**src/rtl/dio_pkg.sv**
```systemverilog
package dio_pkg;

    // Register offsets; the three port offsets are consecutive from OFS_PORT0
    localparam logic [7:0] OFS_PORT0 = 8'h78;
    localparam logic [7:0] OFS_AUX   = 8'h7B;
    localparam logic [7:0] OFS_KEY   = 8'h7D;
    localparam logic [7:0] OFS_BANK  = 8'h7F;

    localparam int KEY_LEN = 4;
    localparam int SEL_W   = 2;
    localparam int PRE_W   = 2 * ((1 << SEL_W) - 1);

    typedef enum logic [1:0] {
        BANK_DATA = 2'b00,
        BANK_EVT  = 2'b01,
        BANK_DEB  = 2'b10,
        BANK_NONE = 2'b11
    } bank_e;

    typedef struct packed {
        logic       wr;
        logic       rd;
        logic [7:0] addr;
        logic [7:0] data;
    } bus_req_t;

    // Expected key byte for each step of the unlock series
    function automatic logic [7:0] key_byte(input logic [2:0] idx);
        case (idx)
            3'd0:    return 8'h07;
            3'd1:    return 8'h0D;
            3'd2:    return 8'h06;
            default: return 8'h12;
        endcase
    endfunction

    // Low bits of the prescaler that must be zero for a filter tick
    function automatic logic [PRE_W-1:0] tick_mask(input logic [SEL_W-1:0] sel);
        return PRE_W'((1 << (2 * int'(sel))) - 1);
    endfunction

endpackage

```
**src/rtl/dio_unlock.sv**
```systemverilog
module dio_unlock
    import dio_pkg::*;
(
    input  logic     clk,
    input  logic     rst,
    input  bus_req_t req,
    output logic     enh_mode,
    output logic     unlock_dead
);
    logic [2:0] step_q;

    always_ff @(posedge clk) begin
        if (rst) begin
            step_q      <= '0;
            enh_mode    <= 1'b0;
            unlock_dead <= 1'b0;
        end else if (!enh_mode && !unlock_dead && (req.wr || req.rd)) begin
            if (req.wr && req.addr == OFS_KEY && req.data == key_byte(step_q)) begin
                if (step_q == 3'(KEY_LEN - 1))
                    enh_mode <= 1'b1;
                else
                    step_q <= step_q + 3'd1;
            end else begin
                unlock_dead <= 1'b1;
            end
        end
    end
endmodule

```
**src/rtl/dio_filter.sv**
```systemverilog
module dio_filter #(
    parameter int PW    = 8,
    parameter int DUR_W = 8,
    parameter int SYNC  = 2
) (
    input  logic             clk,
    input  logic             rst,
    input  logic [PW-1:0]    pin,
    input  logic             en,
    input  logic             tick,
    input  logic [DUR_W-1:0] dur,
    output logic [PW-1:0]    filt
);
    localparam int CW = DUR_W + 1;

    logic [SYNC-1:0][PW-1:0] sync_q;
    logic [PW-1:0]           lvl;

    always_ff @(posedge clk) begin
        if (rst) begin
            sync_q <= '0;
        end else begin
            sync_q[0] <= pin;
            for (int s = 1; s < SYNC; s++)
                sync_q[s] <= sync_q[s-1];
        end
    end

    assign lvl = sync_q[SYNC-1];

    for (genvar b = 0; b < PW; b++) begin : g_bit
        logic [DUR_W-1:0] cnt_q;
        logic             out_q;

        always_ff @(posedge clk) begin
            if (rst) begin
                cnt_q <= '0;
                out_q <= 1'b0;
            end else if (!en) begin
                cnt_q <= '0;
                out_q <= lvl[b];
            end else if (lvl[b] == out_q) begin
                cnt_q <= '0;
            end else if (tick) begin
                if (CW'(cnt_q) + CW'(1) >= CW'(dur)) begin
                    out_q <= lvl[b];
                    cnt_q <= '0;
                end else begin
                    cnt_q <= cnt_q + DUR_W'(1);
                end
            end
        end

        assign filt[b] = out_q;
    end
endmodule

```
**src/rtl/dio_evt.sv**
```systemverilog
module dio_evt #(
    parameter int NPORT = 3,
    parameter int PW    = 8
) (
    input  logic                clk,
    input  logic                rst,
    input  logic [NPORT*PW-1:0] filt,
    input  logic [NPORT-1:0]    en,
    input  logic [NPORT-1:0]    clr,
    output logic [NPORT-1:0]    flags
);
    logic [NPORT*PW-1:0] prev_q;
    logic [NPORT-1:0]    chg;

    always_comb begin
        for (int p = 0; p < NPORT; p++)
            chg[p] = |(filt[p*PW +: PW] ^ prev_q[p*PW +: PW]);
    end

    always_ff @(posedge clk) begin
        if (rst) begin
            prev_q <= '0;
            flags  <= '0;
        end else begin
            prev_q <= filt;
            flags  <= (flags & ~clr) | (chg & en);
        end
    end
endmodule

```
**src/rtl/dio_event_port.sv**
```systemverilog
module dio_event_port
    import dio_pkg::*;
#(
    parameter int NPORT       = 3,
    parameter int PW          = 8,
    parameter int DUR_W       = 8,
    parameter int SYNC_STAGES = 2
) (
    input  logic                clk,
    input  logic                rst,
    input  logic                bus_wr,
    input  logic                bus_rd,
    input  logic [7:0]          bus_addr,
    input  logic [7:0]          bus_wdata,
    output logic [7:0]          bus_rdata,
    input  logic [NPORT*PW-1:0] pin_in,
    output logic [NPORT*PW-1:0] pin_out,
    output logic                irq
);
    bus_req_t                  req;
    logic                      enh_mode;
    logic                      unlock_dead;
    bank_e                     bank_q;
    bank_e                     bank_eff;
    logic [NPORT-1:0]          inhibit_q;
    logic [NPORT-1:0][PW-1:0]  latch_q;
    logic [NPORT-1:0]          ev_en_q;
    logic [NPORT-1:0]          deb_en_q;
    logic [DUR_W-1:0]          dur_q;
    logic [SEL_W-1:0]          clksel_q;
    logic [PRE_W-1:0]          pre_q;
    logic                      tick;
    logic [NPORT*PW-1:0]       filt;
    logic [NPORT-1:0]          ev_flags;
    logic [NPORT-1:0]          ev_clr;
    logic [7:0]                rd_mux;

    always_comb begin
        req.wr   = bus_wr;
        req.rd   = bus_rd;
        req.addr = bus_addr;
        req.data = bus_wdata;
    end

    dio_unlock u_unlock (
        .clk        (clk),
        .rst        (rst),
        .req        (req),
        .enh_mode   (enh_mode),
        .unlock_dead(unlock_dead)
    );

    assign bank_eff = enh_mode ? bank_q : BANK_DATA;

    // Configuration and latch writes
    always_ff @(posedge clk) begin
        if (rst) begin
            latch_q   <= '0;
            bank_q    <= BANK_DATA;
            inhibit_q <= '0;
            ev_en_q   <= '0;
            deb_en_q  <= '0;
            dur_q     <= '0;
            clksel_q  <= '0;
        end else if (bus_wr) begin
            if (enh_mode && bus_addr == OFS_BANK) begin
                bank_q    <= bank_e'(bus_wdata[7:6]);
                inhibit_q <= bus_wdata[NPORT-1:0];
            end
            case (bank_eff)
                BANK_DATA: begin
                    for (int p = 0; p < NPORT; p++)
                        if (bus_addr == OFS_PORT0 + 8'(p) && !inhibit_q[p])
                            latch_q[p] <= bus_wdata[PW-1:0];
                end
                BANK_EVT: begin
                    if (bus_addr == OFS_PORT0)
                        ev_en_q <= bus_wdata[NPORT-1:0];
                end
                BANK_DEB: begin
                    if (bus_addr == OFS_PORT0)
                        deb_en_q <= bus_wdata[NPORT-1:0];
                    if (bus_addr == OFS_PORT0 + 8'd1)
                        dur_q <= bus_wdata[DUR_W-1:0];
                    if (bus_addr == OFS_AUX)
                        clksel_q <= bus_wdata[SEL_W-1:0];
                end
                default: ;
            endcase
        end
    end

    assign pin_out = latch_q;

    // Filter tick prescaler
    always_ff @(posedge clk) begin
        if (rst) pre_q <= '0;
        else     pre_q <= pre_q + PRE_W'(1);
    end

    assign tick = (pre_q & tick_mask(clksel_q)) == '0;

    for (genvar p = 0; p < NPORT; p++) begin : g_port
        dio_filter #(
            .PW   (PW),
            .DUR_W(DUR_W),
            .SYNC (SYNC_STAGES)
        ) u_filter (
            .clk (clk),
            .rst (rst),
            .pin (pin_in[p*PW +: PW]),
            .en  (deb_en_q[p]),
            .tick(tick),
            .dur (dur_q),
            .filt(filt[p*PW +: PW])
        );
    end

    assign ev_clr = (bus_wr && bank_eff == BANK_EVT && bus_addr == OFS_PORT0 + 8'd1)
                  ? bus_wdata[NPORT-1:0] : '0;

    dio_evt #(
        .NPORT(NPORT),
        .PW   (PW)
    ) u_evt (
        .clk  (clk),
        .rst  (rst),
        .filt (filt),
        .en   (ev_en_q),
        .clr  (ev_clr),
        .flags(ev_flags)
    );

    assign irq = |ev_flags;

    // Read path
    always_comb begin
        rd_mux = '0;
        if (bus_addr == OFS_BANK) begin
            if (enh_mode) begin
                rd_mux[7:6]       = bank_q;
                rd_mux[NPORT-1:0] = inhibit_q;
            end
        end else begin
            case (bank_eff)
                BANK_DATA: begin
                    for (int p = 0; p < NPORT; p++)
                        if (bus_addr == OFS_PORT0 + 8'(p))
                            rd_mux[PW-1:0] = ~filt[p*PW +: PW];
                end
                BANK_EVT: begin
                    if (bus_addr == OFS_PORT0)
                        rd_mux[NPORT-1:0] = ev_en_q;
                    if (bus_addr == OFS_PORT0 + 8'd1) begin
                        rd_mux[NPORT-1:0] = ev_flags;
                        rd_mux[7]         = |ev_flags;
                    end
                end
                BANK_DEB: begin
                    if (bus_addr == OFS_PORT0)
                        rd_mux[NPORT-1:0] = deb_en_q;
                    if (bus_addr == OFS_PORT0 + 8'd1)
                        rd_mux[DUR_W-1:0] = dur_q;
                    if (bus_addr == OFS_AUX)
                        rd_mux[SEL_W-1:0] = clksel_q;
                end
                default: ;
            endcase
        end
    end

    assign bus_rdata = rd_mux;
endmodule

```
**config.mk**
```make
export PLATFORM = sky130hd
export DESIGN_NAME = dio_event_port
export DESIGN_NICKNAME = d
export VERILOG_FILES = /design/src/rtl/dio_pkg.sv /design/src/rtl/dio_unlock.sv /design/src/rtl/dio_filter.sv /design/src/rtl/dio_evt.sv /design/src/rtl/dio_event_port.sv
export SDC_FILE = /design/constraint.sdc
export NUM_CORES = 1
export LEC_CHECK = 0
export BUFFER_PORTS_ARGS = -buffer_cell sky130_fd_sc_hd__buf_2
export CAP_MARGIN = 20
export CORE_MARGIN = 3
export CORE_UTILIZATION = 50
export DETAILED_ROUTE_END_ITERATION = 8
export GPL_ROUTABILITY_DRIVEN = 0
export PLACE_DENSITY = 0.73
export SLEW_MARGIN = 20
export SYNTH_ARGS = -nofsm -noshare
export SYNTH_HDL_FRONTEND = slang
export SYNTH_SLANG_ARGS = --single-unit
```
**constraint.sdc**
```tcl
create_clock -name clk -period 4.5 [get_ports clk]
set_clock_uncertainty 0.15 [all_clocks]
set_input_delay 0.9 -clock clk [delete_from_list [all_inputs] [get_ports clk]]
set_output_delay 0.9 -clock clk [all_outputs]
set_load 0.01 [all_outputs]
```
**Yosys cells after proc, flatten, opt, wreduce, memory -nomap -nowiden**

Cells that the tools add are included.

- Register bits after elaboration: 347
- Input port bits: 44
- Output and inout port bits: 33
- Word-level logic and storage cells: 471

- $add $sub $neg: 51
- Magnitude comparators: 24
- Eq/ne operators: 87
- Shifts and indexed selects: 1
- Multiplexer cells: 141
- Bitwise logic cells: 16
- Reductions and logical operators: 82

Operator list:

| kind | count |
|---|---|
| $mux 8 | 30 |
| $add 8x1->9 const B | 24 |
| $ge 9x8->1 | 24 |
| $add 8x1->8 const B | 24 |
| $reduce_and 3->1 | 33 |
| $mux 1 | 97 |
| $reduce_or 3->1 | 25 |
| $ne 2x1->1 const B | 27 |
| $eq 8x7->1 const B | 6 |
| $ne 2x2->1 const B | 24 |
| $eq 1x1->1 | 24 |
| $not 8->8 | 3 |
| $reduce_or 8->1 | 3 |
| $xor 8x8->8 | 3 |
| $mux 3 | 7 |
| $pmux 5 s3 | 1 |
| $logic_and 1x1->1 | 10 |
| $pmux 3 s3 | 1 |
| $eq 8x8->1 | 1 |
| $pmux 4 s2 | 1 |
| $add 6x1->6 const B | 1 |
| $and 3x3->3 | 2 |
| $and 6x6->6 | 1 |
| $eq 3x2->1 const B | 2 |
| other kinds (17) | 28 |

**Logic depth before layout (Yosys ltp)**

Gate-level depths: netlist (run 1).

- Depth after elaboration: 9
- Depth in mapped cells: 11
- Gate-level depth less buffers: 11

**Cells and area by module**

A second synthesis (run 1) with hierarchy kept.

- Cells, all modules: 2602
- Area, all modules: 22424.0 µm²

By module, submodules not included:

| module | times used | cells each | area an instance (µm²) | sequential area each (µm²) |
|---|---|---|---|---|
| dio_filter at g_port[1].u_filter | 1 | 724 | 6254.7 | 1761.7 |
| dio_filter at g_port[0].u_filter | 1 | 750 | 6213.5 | 1761.7 |
| dio_filter at g_port[2].u_filter | 1 | 692 | 5819.3 | 1761.7 |
| dio_event_port | 1 | 291 | 2705.1 | 1021.0 |
| dio_evt | 1 | 94 | 1007.2 | 540.5 |
| dio_unlock | 1 | 51 | 424.2 | 100.1 |

**Worst setup path after synthesis (run 1)**

OpenSTA, ideal clock, no wires.

- Path kind: in2out
- Start point: input port bus_addr[7]
- End point: output port bus_rdata[0]
- Arrival time: 2210 ps
- Required time: 3450 ps
- Slack: 1240 ps
- Stages: 4
- Path through: and4b_1 > nand4b_2 > or3_1 > o21ai_0

- Cells in the longest elaborated chain, start to end: 6
- Elaborated cells on any way between the ends: 15

RTL lines:

| what | line | RTL |
|---|---|---|
| start, declared | dio_event_port.sv:13 | `input logic [7:0] bus_addr,` |
| $eq 8x7->1 | dio_event_port.sv:148, dio_event_port.sv:152, dio_event_port.sv:160 |  |
| $mux 3 or $mux 8 (tied branches) | dio_event_port.sv:160, dio_event_port.sv:148 |  |
| $mux 8 (on tied branches) | dio_event_port.sv:162, dio_event_port.sv:148 |  |
| $mux 2 or $mux 8 (tied branches) | dio_event_port.sv:164, dio_event_port.sv:148 |  |
| $pmux 3 s3 | dio_event_port.sv:145 | `case (bank_eff)` |
| $mux 3 (*) | dio_event_port.sv:139 | `if (bus_addr == OFS_BANK) begin` |
| end, declared | dio_event_port.sv:15 | `output logic [7:0] bus_rdata,` |

Mark *: on every way between the ends. The rest lies on a longest branch, timed or not.

**Worst setup path after layout (run 1)**

- Start point: input port bus_addr[7]
- End point: output port bus_rdata[2]

- Cells in the longest elaborated chain, start to end: 6
- Elaborated cells on any way between the ends: 13

RTL lines:

| what | line | RTL |
|---|---|---|
| $eq 8x7->1 | dio_event_port.sv:148, dio_event_port.sv:152, dio_event_port.sv:160 |  |
| $mux 8 (3 in a row) | dio_event_port.sv:148 | `if (bus_addr == OFS_PORT0 + 8'(p))` |
| $pmux 3 s3 | dio_event_port.sv:145 |  |
| $mux 3 (*) | dio_event_port.sv:139 |  |

Marks and branches as above.

==> results of run 1 <==
-- layout by cell type, fill, tap and decap left out, drive strengths merged, types with 7 or more instances in the layout --
| cell type | n |
|---|---|
| buf | 103 |
| a21oi | 198 |
| xnor2 | 62 |
| a221o | 22 |
| a2111oi | 12 |
| mux2i | 31 |
| and4 | 11 |
| nand2 | 269 |
| clkbuf | 62 |
| or4b | 11 |
| nand2b | 7 |
| a31oi | 23 |
| nor2 | 167 |
| a41oi | 11 |
| a21o | 47 |
| nor4 | 68 |
| and3 | 111 |
| o21ai | 82 |
| nor2b | 113 |
| inv | 35 |
| xor2 | 135 |
| mux2 | 18 |
| nor3 | 25 |
| o22ai | 8 |
| o211ai | 16 |
| and2 | 27 |
| nand3b | 12 |
| ha | 223 |
| nor3b | 17 |
| nand4 | 67 |
| dfxtp | 347 |
| a211oi | 14 |
| nand3 | 178 |
| nand4b | 26 |
| o31ai | 14 |
-- registers in the layout, summed over array words and instances, names as in the netlist --
| register | flops |
|---|---|
| dur_q | 8 |
| g_port.u_filter.g_bit.cnt_q | 192 |
| ev_en_q | 3 |
| g_port.u_filter.g_bit.out_q | 24 |
| pin_out | 24 |
| deb_en_q | 3 |
| inhibit_q | 3 |
| pre_q | 6 |
| u_unlock.enh_mode | 1 |
| u_evt.flags | 3 |
| g_port.u_filter.sync_q | 24 |
| bank_q | 2 |
| g_port.u_filter.lvl | 24 |
| u_evt.prev_q | 24 |
| u_unlock.unlock_dead | 1 |
| u_unlock.step_q | 3 |
| clksel_q | 2 |
-- worst paths after layout --
| check | start | to | slack, ps | depth (start not counted) |
|---|---|---|---|---|
| max reg2reg | g_port[0].u_filter.g_bit[7].cnt_q[0] | g_port[0].u_filter.g_bit[7].cnt_q[3] | 1090 | 10 |
| min | g_port[2].u_filter.sync_q[4] | g_port[2].u_filter.lvl[4] | 280 | 1 |
| min reg2reg | g_port[2].u_filter.sync_q[4] | g_port[2].u_filter.lvl[4] | 280 | 1 |
| max | bus_addr[7] | bus_rdata[2] | 690 | 6 |
-- area by class of cell --
type / instances / area share, %
clock buffer: 62 / 5.14
multi-input combinational: 2056 / 58.6
inverter: 33 / 0.521
tap: 539 / 2.84
sequential: 347 / 29.2
timing repair buffer: 103 / 2.90
clock inverter: 12 / 0.815
-- metal layers --
metal | GRT usage [%] | share of wire [%]
met5 | 0 | 0
met2 | 39.8 | 47
met4 | 8.55 | 2.8
met1 | 31.8 | 45
met3 | 3.10 | 5.2
-- synth_stat cells (4+ instances only) --
cell / number
and2_1: 24
nor3_1: 22
or3_1: 6
and3_1: 109
a41oi_1: 4
or4_1: 4
a2111oi_0: 12
nand3_1: 178
a221o_1: 22
a211oi_2: 12
xnor2_1: 62
nand4b_1: 25
a21oi_1: 198
buf_2: 16
a31oi_1: 23
ha_1: 223
clkbuf_1: 86
nor2b_1: 113
buf_1: 16
nand2_1: 269
nor2_1: 167
a21o_1: 47
o21ai_1: 6
o22ai_1: 8
inv_1: 33
and4_1: 11
nand4_1: 67
nand3b_1: 12
a41oi_2: 7
mux2_1: 13
o21ai_0: 76
nor4_1: 67
o31ai_1: 14
nand2b_1: 7
nor3b_1: 16
xor2_1: 135
mux2i_1: 31
dfxtp_1: 347
o211ai_1: 15
mux2_2: 5
or4b_1: 11
-- where the power goes --
| part | leakage, nW | internal [mW] | switching [mW] |
|---|---|---|---|
| logic | 6.57 | 0.0694 | 0.0916 |
| clock network | 0.701 | 2.11 | 1.35 |
| registers | 2.81 | 3.11 | 0.0343 |
| total | 10.1 | 5.29 | 1.48 |
-- through the flow --
stage               power, mW  hold WS (ps)  cells  setup WS (ps)
finish                   6.77           284   3152            690
floorplan                3.30           264   2555           1240
detailed placement       3.37           274   3078            735
global route             6.96           310   3152            591
CTS                      6.83           287   3152            727
global placement         3.36           274   3078            775
-- cells by family (layout without fill, tap and decap cells) --
kind of cell,Yosys count,after routing,share of synthesized area [%]
AO/OA/AOI/OAI,464,464,13.9
XOR/XNOR,197,197,8.04
adder cells (fa/ha/maj),223,223,13.0
buffers and inverters,152,210,2.79
flip-flops,347,347,32.4
multiplexers,49,49,2.39
AND/OR/NAND/NOR,1123,1123,27.5
==> run metrics, run 1 <==
Async S/R FF share, synth 0%; PortBufs 76; layout cell share with drive strength beyond 1 ~8.0%; post-synth net total 2822; slowest stage delay, CP about 510 ps; largest net degree at the start of global routing 142; Unique masters post-synth 67; CTS tree done; area of the multi-input gates 0.0139 mm^2; post-layout util 56.3%; leakage power 10.1 nW; achievable clock frequency 262 MHz; total of flip-flops plus latches after synthesis between 300 and 400; Post-Syn Area approximately 0.021 mm^2; Hold Path Class reg -> reg; clock latency on the worst-skew pair 570 ps; critical path, cell by cell buf_2 > and4b_1 > nand4b_2 > or3_1 > o21ai_0 > buf_2; ys flop type dfxtp_1; Post-Route WL 55400 um; setup bufs post-CTS 0; critical path launch point type input pin; Crit. End Element output pin; CP arrival about 2800 ps; Iter 0 DRT Violations between 1000 and 1500; ant diodes 0; Area growth, synth to finish 10.8%; H-Tree Depth 2; DRC 0; Reg area 0.00695 mm^2; Final period util 84.7%; vias in the first global route 18300; maximum fanout along the worst path 9; fin nets 2848; HPWL after DPL 37300 um; RSZ-0062 raised after global routing false; YS warnings 0; status finished, final reports clean; Cell Rows 75; most frequent CP cell buf_2; router iterations before antenna repair 9; Power Density 285 mW/mm^2; Synth area leader dfxtp_1; post-synth top area share 32.4%; critical path's top delay family simple AND/OR/NAND/NOR gates; Max transition margin between 30% and 40%; all-layer global routing usage 23.8%; Syn Area/Cell 8.40 um^2; vias 19200; Worst Path Required 3450 ps; grt ovf 0; initial antenna violation count 0; antenna viol nets, final 0; Peak supply drop 0.314 mV; CTS resizes 0; CTS clk-pin slew, worst paths 60 ps; CTS root buf clkbuf_16; Setup CP Type in -> out; hold buffers post-CTS 0; first-pass GRT wire length 90100 um; Post-Route Setup TNS 0 ps; max cap viols 0; worst slew pin tran 1020 ps; Sinks on Clock Net about 350; Post-synth EDFFs 0; sequential-to-total area share from yosys stat 32.4%; Initial Utilization about half; cell area after layout 0.0238 mm^2; Slew Viols, Final 0; die area between 0.04 and 0.05 mm^2; Post-Syn Instances roughly 2600; Vert. Die Dim around 210 um; Clock Tree Buf Depth 3; CP max stage cell or3_1; Final Hold Violating Endpoints 0; Bufs and invs on worst path 2; IO Pins 77; fin crit period 3810 ps; Routed wire per std cell ~18 um; Final setup viols 0; fillers 3823; routed vias/inst approximately 6.1; Die Wd roughly 210 um; placed instance area 0.0224 mm^2; ranking of synthesized cells by area dfxtp_1 32%, ha_1 13%, xor2_1 5.5%, nand2_1 4.7%, a21oi_1 4.6%; cts bufs inserted 40; area of the core 0.0422 mm^2
Power figures use the tool's default switching activity.
==> inputs of run 2 (changes only) <==
==> constraint.sdc (replaced) <==
create_clock -name clk -period 3.69 [get_ports clk]
set_clock_uncertainty 0.15 [all_clocks]
set_input_delay 0.738 -clock clk [delete_from_list [all_inputs] [get_ports clk]]
set_output_delay 0.738 -clock clk [all_outputs]
set_load 0.01 [all_outputs]
==> run 2 against run 1 <==
Core utilization rose by 0.14 points. Clock-buffer cell count fell by 4. Sequential cell count did not move. Combinational power rose by 29%. Die area did not move. Total power rose by 15%. Sequential share of layout area fell by 0.072 points. Setup slack got worse by 370 ps. Global-route usage fell by 0.16 points. Via count fell by 0.54%. Sequential power rose by 22%. Non-clock buffer count rose by 29.
==> run metrics, run 2 (synthesis gave the netlist of run 1 again) <==
status finished, final reports clean; area of the multi-input gates 0.0139 mm^2 (unchanged); Post-Route WL 55000 um (-0.82%); HPWL after DPL 38100 um (+2.1%); post-layout util 56.5% (+0.14 points); max cap viols 0 (unchanged); CTS clk-pin slew, worst paths 60 ps (about the same); PortBufs 76 (unchanged); fillers 3727 (-2.5%); Worst Path Required 3980 ps (+530 ps); largest net degree at the start of global routing 83 (-42%); worst r2r path cells 10 (unchanged); vias in the first global route 18000 (-1.9%); Initial Utilization 50.9% (unchanged); worst slew pin tran 746 ps (-272 ps); Max transition margin 50.3% (+18 points); max FFs per register 192 (unchanged); Post-Route Setup TNS 0 ps (unchanged); internal power 6.10 mW (+15%); Power Density 328 mW/mm^2 (+15%); critical path launch point type flip-flop; Cell Rows 75 (unchanged); area of the core 0.0422 mm^2 (unchanged); Routed wire per std cell 17.3 um (-1.5%); fin crit period between 3000 and 4000 ps; cts bufs inserted 40 (unchanged); initial antenna violation count 0 (unchanged); grt ovf 0 (unchanged); CP arrival 3650 ps (+890 ps); most common library cell in the layout ignoring fill and taps dfxtp_1; setup bufs post-CTS 0 (unchanged); maximum fanout along the worst path 7 (-2); Setup CP Type reg -> reg; fin cells 3174 (+0.70%); all-layer global routing usage 23.7% (-0.16 points); Clk network pwr share 48.3% (-2.9 points); hold buffers post-CTS 0 (unchanged); RSZ-0062 raised after global routing false; dpl ws 343 ps (-392 ps); clock latency on the worst-skew pair 550 ps (-20 ps); leakage power 10.1 nW (+0.65%); ant diodes 0 (unchanged); Final setup viols 0 (unchanged); Hold Path Stages 2 (+1); layout cell share with drive strength beyond 1 8.65% (+0.69 points); DRC 0 (unchanged); Final period util 91.2%; Reg area 0.00695 mm^2 (unchanged); Iter 0 DRT Violations 1434 (+5.0%); achievable clock frequency 297 MHz; CTS tree done; Vert. Die Dim 213 um (unchanged); die area 0.0455 mm^2 (unchanged); Biggest register g_port.u_filter.g_bit.cnt_q; Final WS setup 324 ps (-366 ps); commonest cells after routing, fill and taps aside 346 x dfxtp_1, 269 x nand2_1, 223 x ha_1; antenna viol nets, final 0 (unchanged); Clock Tree Buf Depth 3 (unchanged); CTS root buf clkbuf_16; Area growth, synth to finish 11.0%; Sinks on Clock Net 347 (unchanged); IO Pins 77 (unchanged); fin nets 2877 (+1.0%); Crit. End Element flip-flop; Slew Viols, Final 0 (unchanged); Die Wd 213 um (unchanged); first-pass GRT wire length 89500 um (-0.60%); vias 19100 (-0.54%); Hold Path Class in -> reg; Final Hold Violating Endpoints 0 (unchanged); Peak supply drop 0.300 mV (-4.6%); placed cell count 3107 (+0.94%); Gate power share 2.7% (+0.3 points); sw frac 21.9% (+0.062 points); CTS resizes 0 (unchanged); Net Switching 1.71 mW (+16%); routed vias/inst 6.01 (-1.2%); router iterations before antenna repair 5 (-4); H-Tree Depth 2 (unchanged); Reg power frac 49.0% (+2.6 points)
==> run 2: cell count changes in the layout (fill, tap and decap cells not counted), sizes merged <==
| cell | before | now |
|---|---|---|
| bufinv | 4 | 1 |
| buf | 103 | 132 |
| clkinv | 6 | 7 |
| inv | 35 | 34 |
| clkbuf | 62 | 58 |
==> run 2: power groups by stage <==
stage | combinational [mW] | sequential (mW) | clock (mW)
2_1_floorplan | 0.129 | 3.90 | 0
3_3_place_gp | 0.200 | 3.91 | 0
3_5_place_dp | 0.203 | 3.91 | 0
4_1_cts | 0.205 | 3.83 | 3.85
5_1_grt | 0.224 | 3.83 | 4.01
6_report | 0.207 | 3.83 | 3.77
==> run 2: worst max-delay path, cell delays in order, from the launching register on <==
cell	delay, ps
dfxtp_1	390
ha_1	240
and3_1	260
and3_1	250
xor2_1	160
ha_1	250
and3_1	180
a221o_1	350
a211oi_2	500
nor2_1	190
nor4_1	350
==> run 2: final timing paths <==
path | start | endpoint | slack [ps]
worst min-delay path | pin_in[11] | g_port[1].u_filter.sync_q[3] | 250
worst max register to register | g_port[2].u_filter.g_bit[4].cnt_q[0] | g_port[2].u_filter.g_bit[4].cnt_q[4] | 320
worst max-delay path | g_port[2].u_filter.g_bit[4].cnt_q[0] | g_port[2].u_filter.g_bit[4].cnt_q[4] | 320
worst min register to register | g_port[0].u_filter.sync_q[1] | g_port[0].u_filter.lvl[1] | 290
==> run 2: routing by layer <==
metal / share of wire (%) / track usage (%) / vias up
li1: - / - / 9408
met1: 45 / 31.7 / 9014
met2: 47 / 39.3 / 532
met3: 5.3 / 3.17 / 118
met4: 3.2 / 8.41 / 0
met5: 0 / 0 / -
==> run 2: cell type report <==
type,count,share of cell area [%]
clock inverters,9,0.357
repair buffers,132,3.91
flip-flops and latches,347,29.1
multi-input cells,2056,58.4
inverters,33,0.520
well taps,539,2.83
clock buffers,58,4.82
==> run 2: through the flow <==
step | power, mW | hold WS, ps | cell area (um^2)
2_1_floorplan | 4.03 | 264 | 21500
3_5_place_dp | 4.11 | 275 | 22600
3_3_place_gp | 4.11 | 266 | 22600
6_report | 7.81 | 251 | 23800
4_1_cts | 7.88 | 232 | 23800
5_1_grt | 8.06 | 251 | 23800
==> inputs of run 3 (changes only) <==
--- a/config.mk
+++ b/config.mk
@@ -11,8 +11,9 @@
 export CORE_UTILIZATION = 50
 export DETAILED_ROUTE_END_ITERATION = 8
 export GPL_ROUTABILITY_DRIVEN = 0
-export PLACE_DENSITY = 0.73
+export PLACE_DENSITY = 0.72
 export SLEW_MARGIN = 20
 export SYNTH_ARGS = -nofsm -noshare
 export SYNTH_HDL_FRONTEND = slang
+export SYNTH_HIERARCHICAL = 1
 export SYNTH_SLANG_ARGS = --single-unit
==> run 3 against run 2 <==
Hold slack lost 37 ps. Sequential share of layout area shrank 0.98 points. Global-route usage grew 0.25 points. Clock-buffer cell count grew 6. Critical endpoint is now bus_rdata[2].
==> run metrics, run 3 <==
total of flip-flops plus latches after synthesis 347 (unchanged); critical path launch point type flip-flop; Peak supply drop 0.362 mV (+21%); Reg-to-Reg End g_port[2].u_filter/g_bit[6].out_q; H-Tree Depth 2 (unchanged); CP endpoint bus_rdata[2]; achievable clock frequency 298 MHz (+0.29%); placed cell count 3177 (+2.3%); Post-Route Setup TNS 0 ps (unchanged); Initial Utilization 51.4% (+0.53 points); hold buffers post-CTS 0 (unchanged); Cell Rows 76 (+1.3%); Hold Path Class in -> reg; vias in the first global route 19000 (+5.7%); flop2flop setup slack 450 ps (+130 ps); Final period util 91.0% (-0.27 points); hold slack 214 ps (-37.0 ps); CTS resizes 0 (unchanged); Post-synth EDFFs 0 (unchanged); routed vias/inst 6.05 (+0.72%); slowest stage delay, CP 550 ps (+50 ps); Slew Viols, Final 0 (unchanged); cell area after layout 0.0247 mm^2 (+3.5%); fin nets 2903 (+0.90%); area of the core 0.0436 mm^2 (+3.4%); Die Wd 218 um (+2.1%); CP max stage cell dfxtp_1; total power 8.26 mW (+5.7%); layout cell share with drive strength beyond 1 10.1% (+1.4 points); Worst Path Required 2800 ps (-1180 ps); Setup CP Type reg -> out; Unique masters post-synth 102 (+52%); Iter 0 DRT Violations 1387 (-3.3%); Power Density 335 mW/mm^2 (+2.2%); commonest cells after routing, fill and taps aside 347 x dfxtp_1, 271 x nand2_1, 223 x ha_1; top cells by count, synth 347 x dfxtp_1, 271 x nand2_1, 223 x ha_1; fin cells 3251 (+2.4%); all-layer global routing usage 23.9% (+0.25 points); Synth area leader dfxtp_1; Area growth, synth to finish 10.0%; grt ovf 0 (unchanged); CTS root buf clkbuf_16; CTS tree done; Crit. End Element output pin; most common library cell in the layout ignoring fill and taps dfxtp_1; YS warnings 6 (+6); ant diodes 0 (unchanged); worst r2r path cells 11 (+1); worst slew pin tran 729 ps (-16.8 ps); Post-Syn Instances 2602 (+1.8%); critical path's top delay family simple AND/OR/NAND/NOR gates; Crit Reg-Reg Startpoint g_port[2].u_filter/g_bit[6].cnt_q[0]; PortBufs 76 (unchanged); Max transition margin 51.4% (+1.1 points); antenna viol nets, final 0 (unchanged); Final Hold Violating Endpoints 0 (unchanged); top-count cell post-synth dfxtp_1; setup bufs post-CTS 0 (unchanged); RSZ-0062 raised after global routing false; max FFs per register 192 (unchanged); Final setup viols 0 (unchanged); Vert. Die Dim 218 um (+2.1%); Clock Tree Buf Depth 3 (unchanged); post-synth top area share 31.0% (-1.4 points); initial antenna violation count 1 (+1); die area 0.0474 mm^2 (+4.3%); Bufs and invs on worst path 1 (+1); HPWL after DPL 40300 um (+5.7%); sequential-to-total area share from yosys stat 31.0% (-1.4 points); Sinks on Clock Net 347 (unchanged); Syn Area/Cell 8.62 um^2 (+2.5%); Routed wire per std cell 17.9 um (+3.1%); largest net degree at the start of global routing 68 (-18%); cts bufs inserted 42 (+5.0%); critical path, cell by cell nor4b_2 > nor2b_1 > a22oi_1 > o22ai_1 > buf_2; max cap viols 0 (unchanged); cell depth of the worst setup path 5 (-5); ranking of synthesized cells by area dfxtp_1 31%, ha_1 12%, nand2_1 4.5%, xor2_1 4.5%, a21oi_1 3.7%; IO Pins 77 (unchanged); placed instance area 0.0233 mm^2 (+2.9%); Biggest register g_port.u_filter/g_bit.cnt_q; vias 19700 (+3.2%); status finished, final reports clean; Hold Path Stages 2 (unchanged); maximum fanout along the worst path 10 (+3); Async S/R FF share, synth 0% (unchanged); clock latency on the worst-skew pair 580 ps (+30 ps); ys flop type dfxtp_1; DRC 0 (unchanged); Worst setup startpoint u_unlock/enh_mode; leakage power 10.3 nW (+1.9%); first-pass GRT wire length 95200 um (+6.3%); fin crit period 3360 ps (-9.90 ps); Post-Route WL 58100 um (+5.6%); CP arrival 2470 ps (-1180 ps); post-synth net total 2869 (+1.7%); Post-Syn Area 0.0224 mm^2 (+4.4%); CTS clk-pin slew, worst paths 60 ps (about the same); router iterations before antenna repair 6 (+1)
## run 3: cell types whose count changed after synthesis, moves of 19 or more
cell,previous run,this run
nor2_1,167,75
nand3_1,178,147
a21oi_1,198,168
o2111ai_1,0,24
nand2b_1,7,58
buf_4,0,28
o21ai_0,76,95
xor2_1,135,116
and3_1,109,74
nor4_1,67,30
## run 3: power breakdown
part	switching [mW]	total (mW)	leakage (nW)	internal, mW
registers	0.0411	3.84	2.81	3.79
clock network	1.66	4.17	0.697	2.51
logic	0.143	0.252	6.84	0.109
## run 3: logic make-up after synthesis
logic type	after synthesis	synth area share [%]
buffers and inverters	173	3.50
AND/OR/NAND/NOR	1062	26.2
AO/OA/AOI/OAI	559	17.3
flip-flops	347	31.0
adder cells (fa/ha/maj)	223	12.4
multiplexers	42	1.90
XOR/XNOR	196	7.66
## run 3: final cells by class
class	instances	area, um^2
clock inverters	10	100
fillers	3810	19000
repair buffers	110	679
multi-input cells	2082	14700
clock buffers	64	1310
well taps	585	732
inverters	53	199
flip-flops and latches	347	6950
## run 3: how the worst min path moves through the flow
stage,from,to
6_report,pin_in[20],g_port[2].u_filter/sync_q[4]
5_1_grt,pin_in[17],g_port[2].u_filter/sync_q[1]
4_1_cts,pin_in[1],g_port[0].u_filter/sync_q[1]
3_5_place_dp,g_port[0].u_filter/sync_q[4],g_port[0].u_filter/lvl[4]
3_3_place_gp,g_port[0].u_filter/sync_q[4],g_port[0].u_filter/lvl[4]
2_1_floorplan,g_port[0].u_filter/sync_q[0],g_port[0].u_filter/lvl[0]
## run 3: routing by layer
| metal | track usage, % | vias to the layer above | share of wire, % |
|---|---|---|---|
| met1 | 31.2 | 9411 | 45 |
| met3 | 3.30 | 140 | 4.8 |
| li1 | - | 9595 | - |
| met4 | 9.02 | 0 | 3.4 |
| met5 | 0 | - | 0 |
| met2 | 40.4 | 529 | 47 |
## run 3: through the flow
step,worst slack [ps],utilization [%]
CTS,382,56.5
finish,334,56.5
floorplan,771,-
detailed placement,389,53.3
global placement,477,53.3
global route,209,56.5
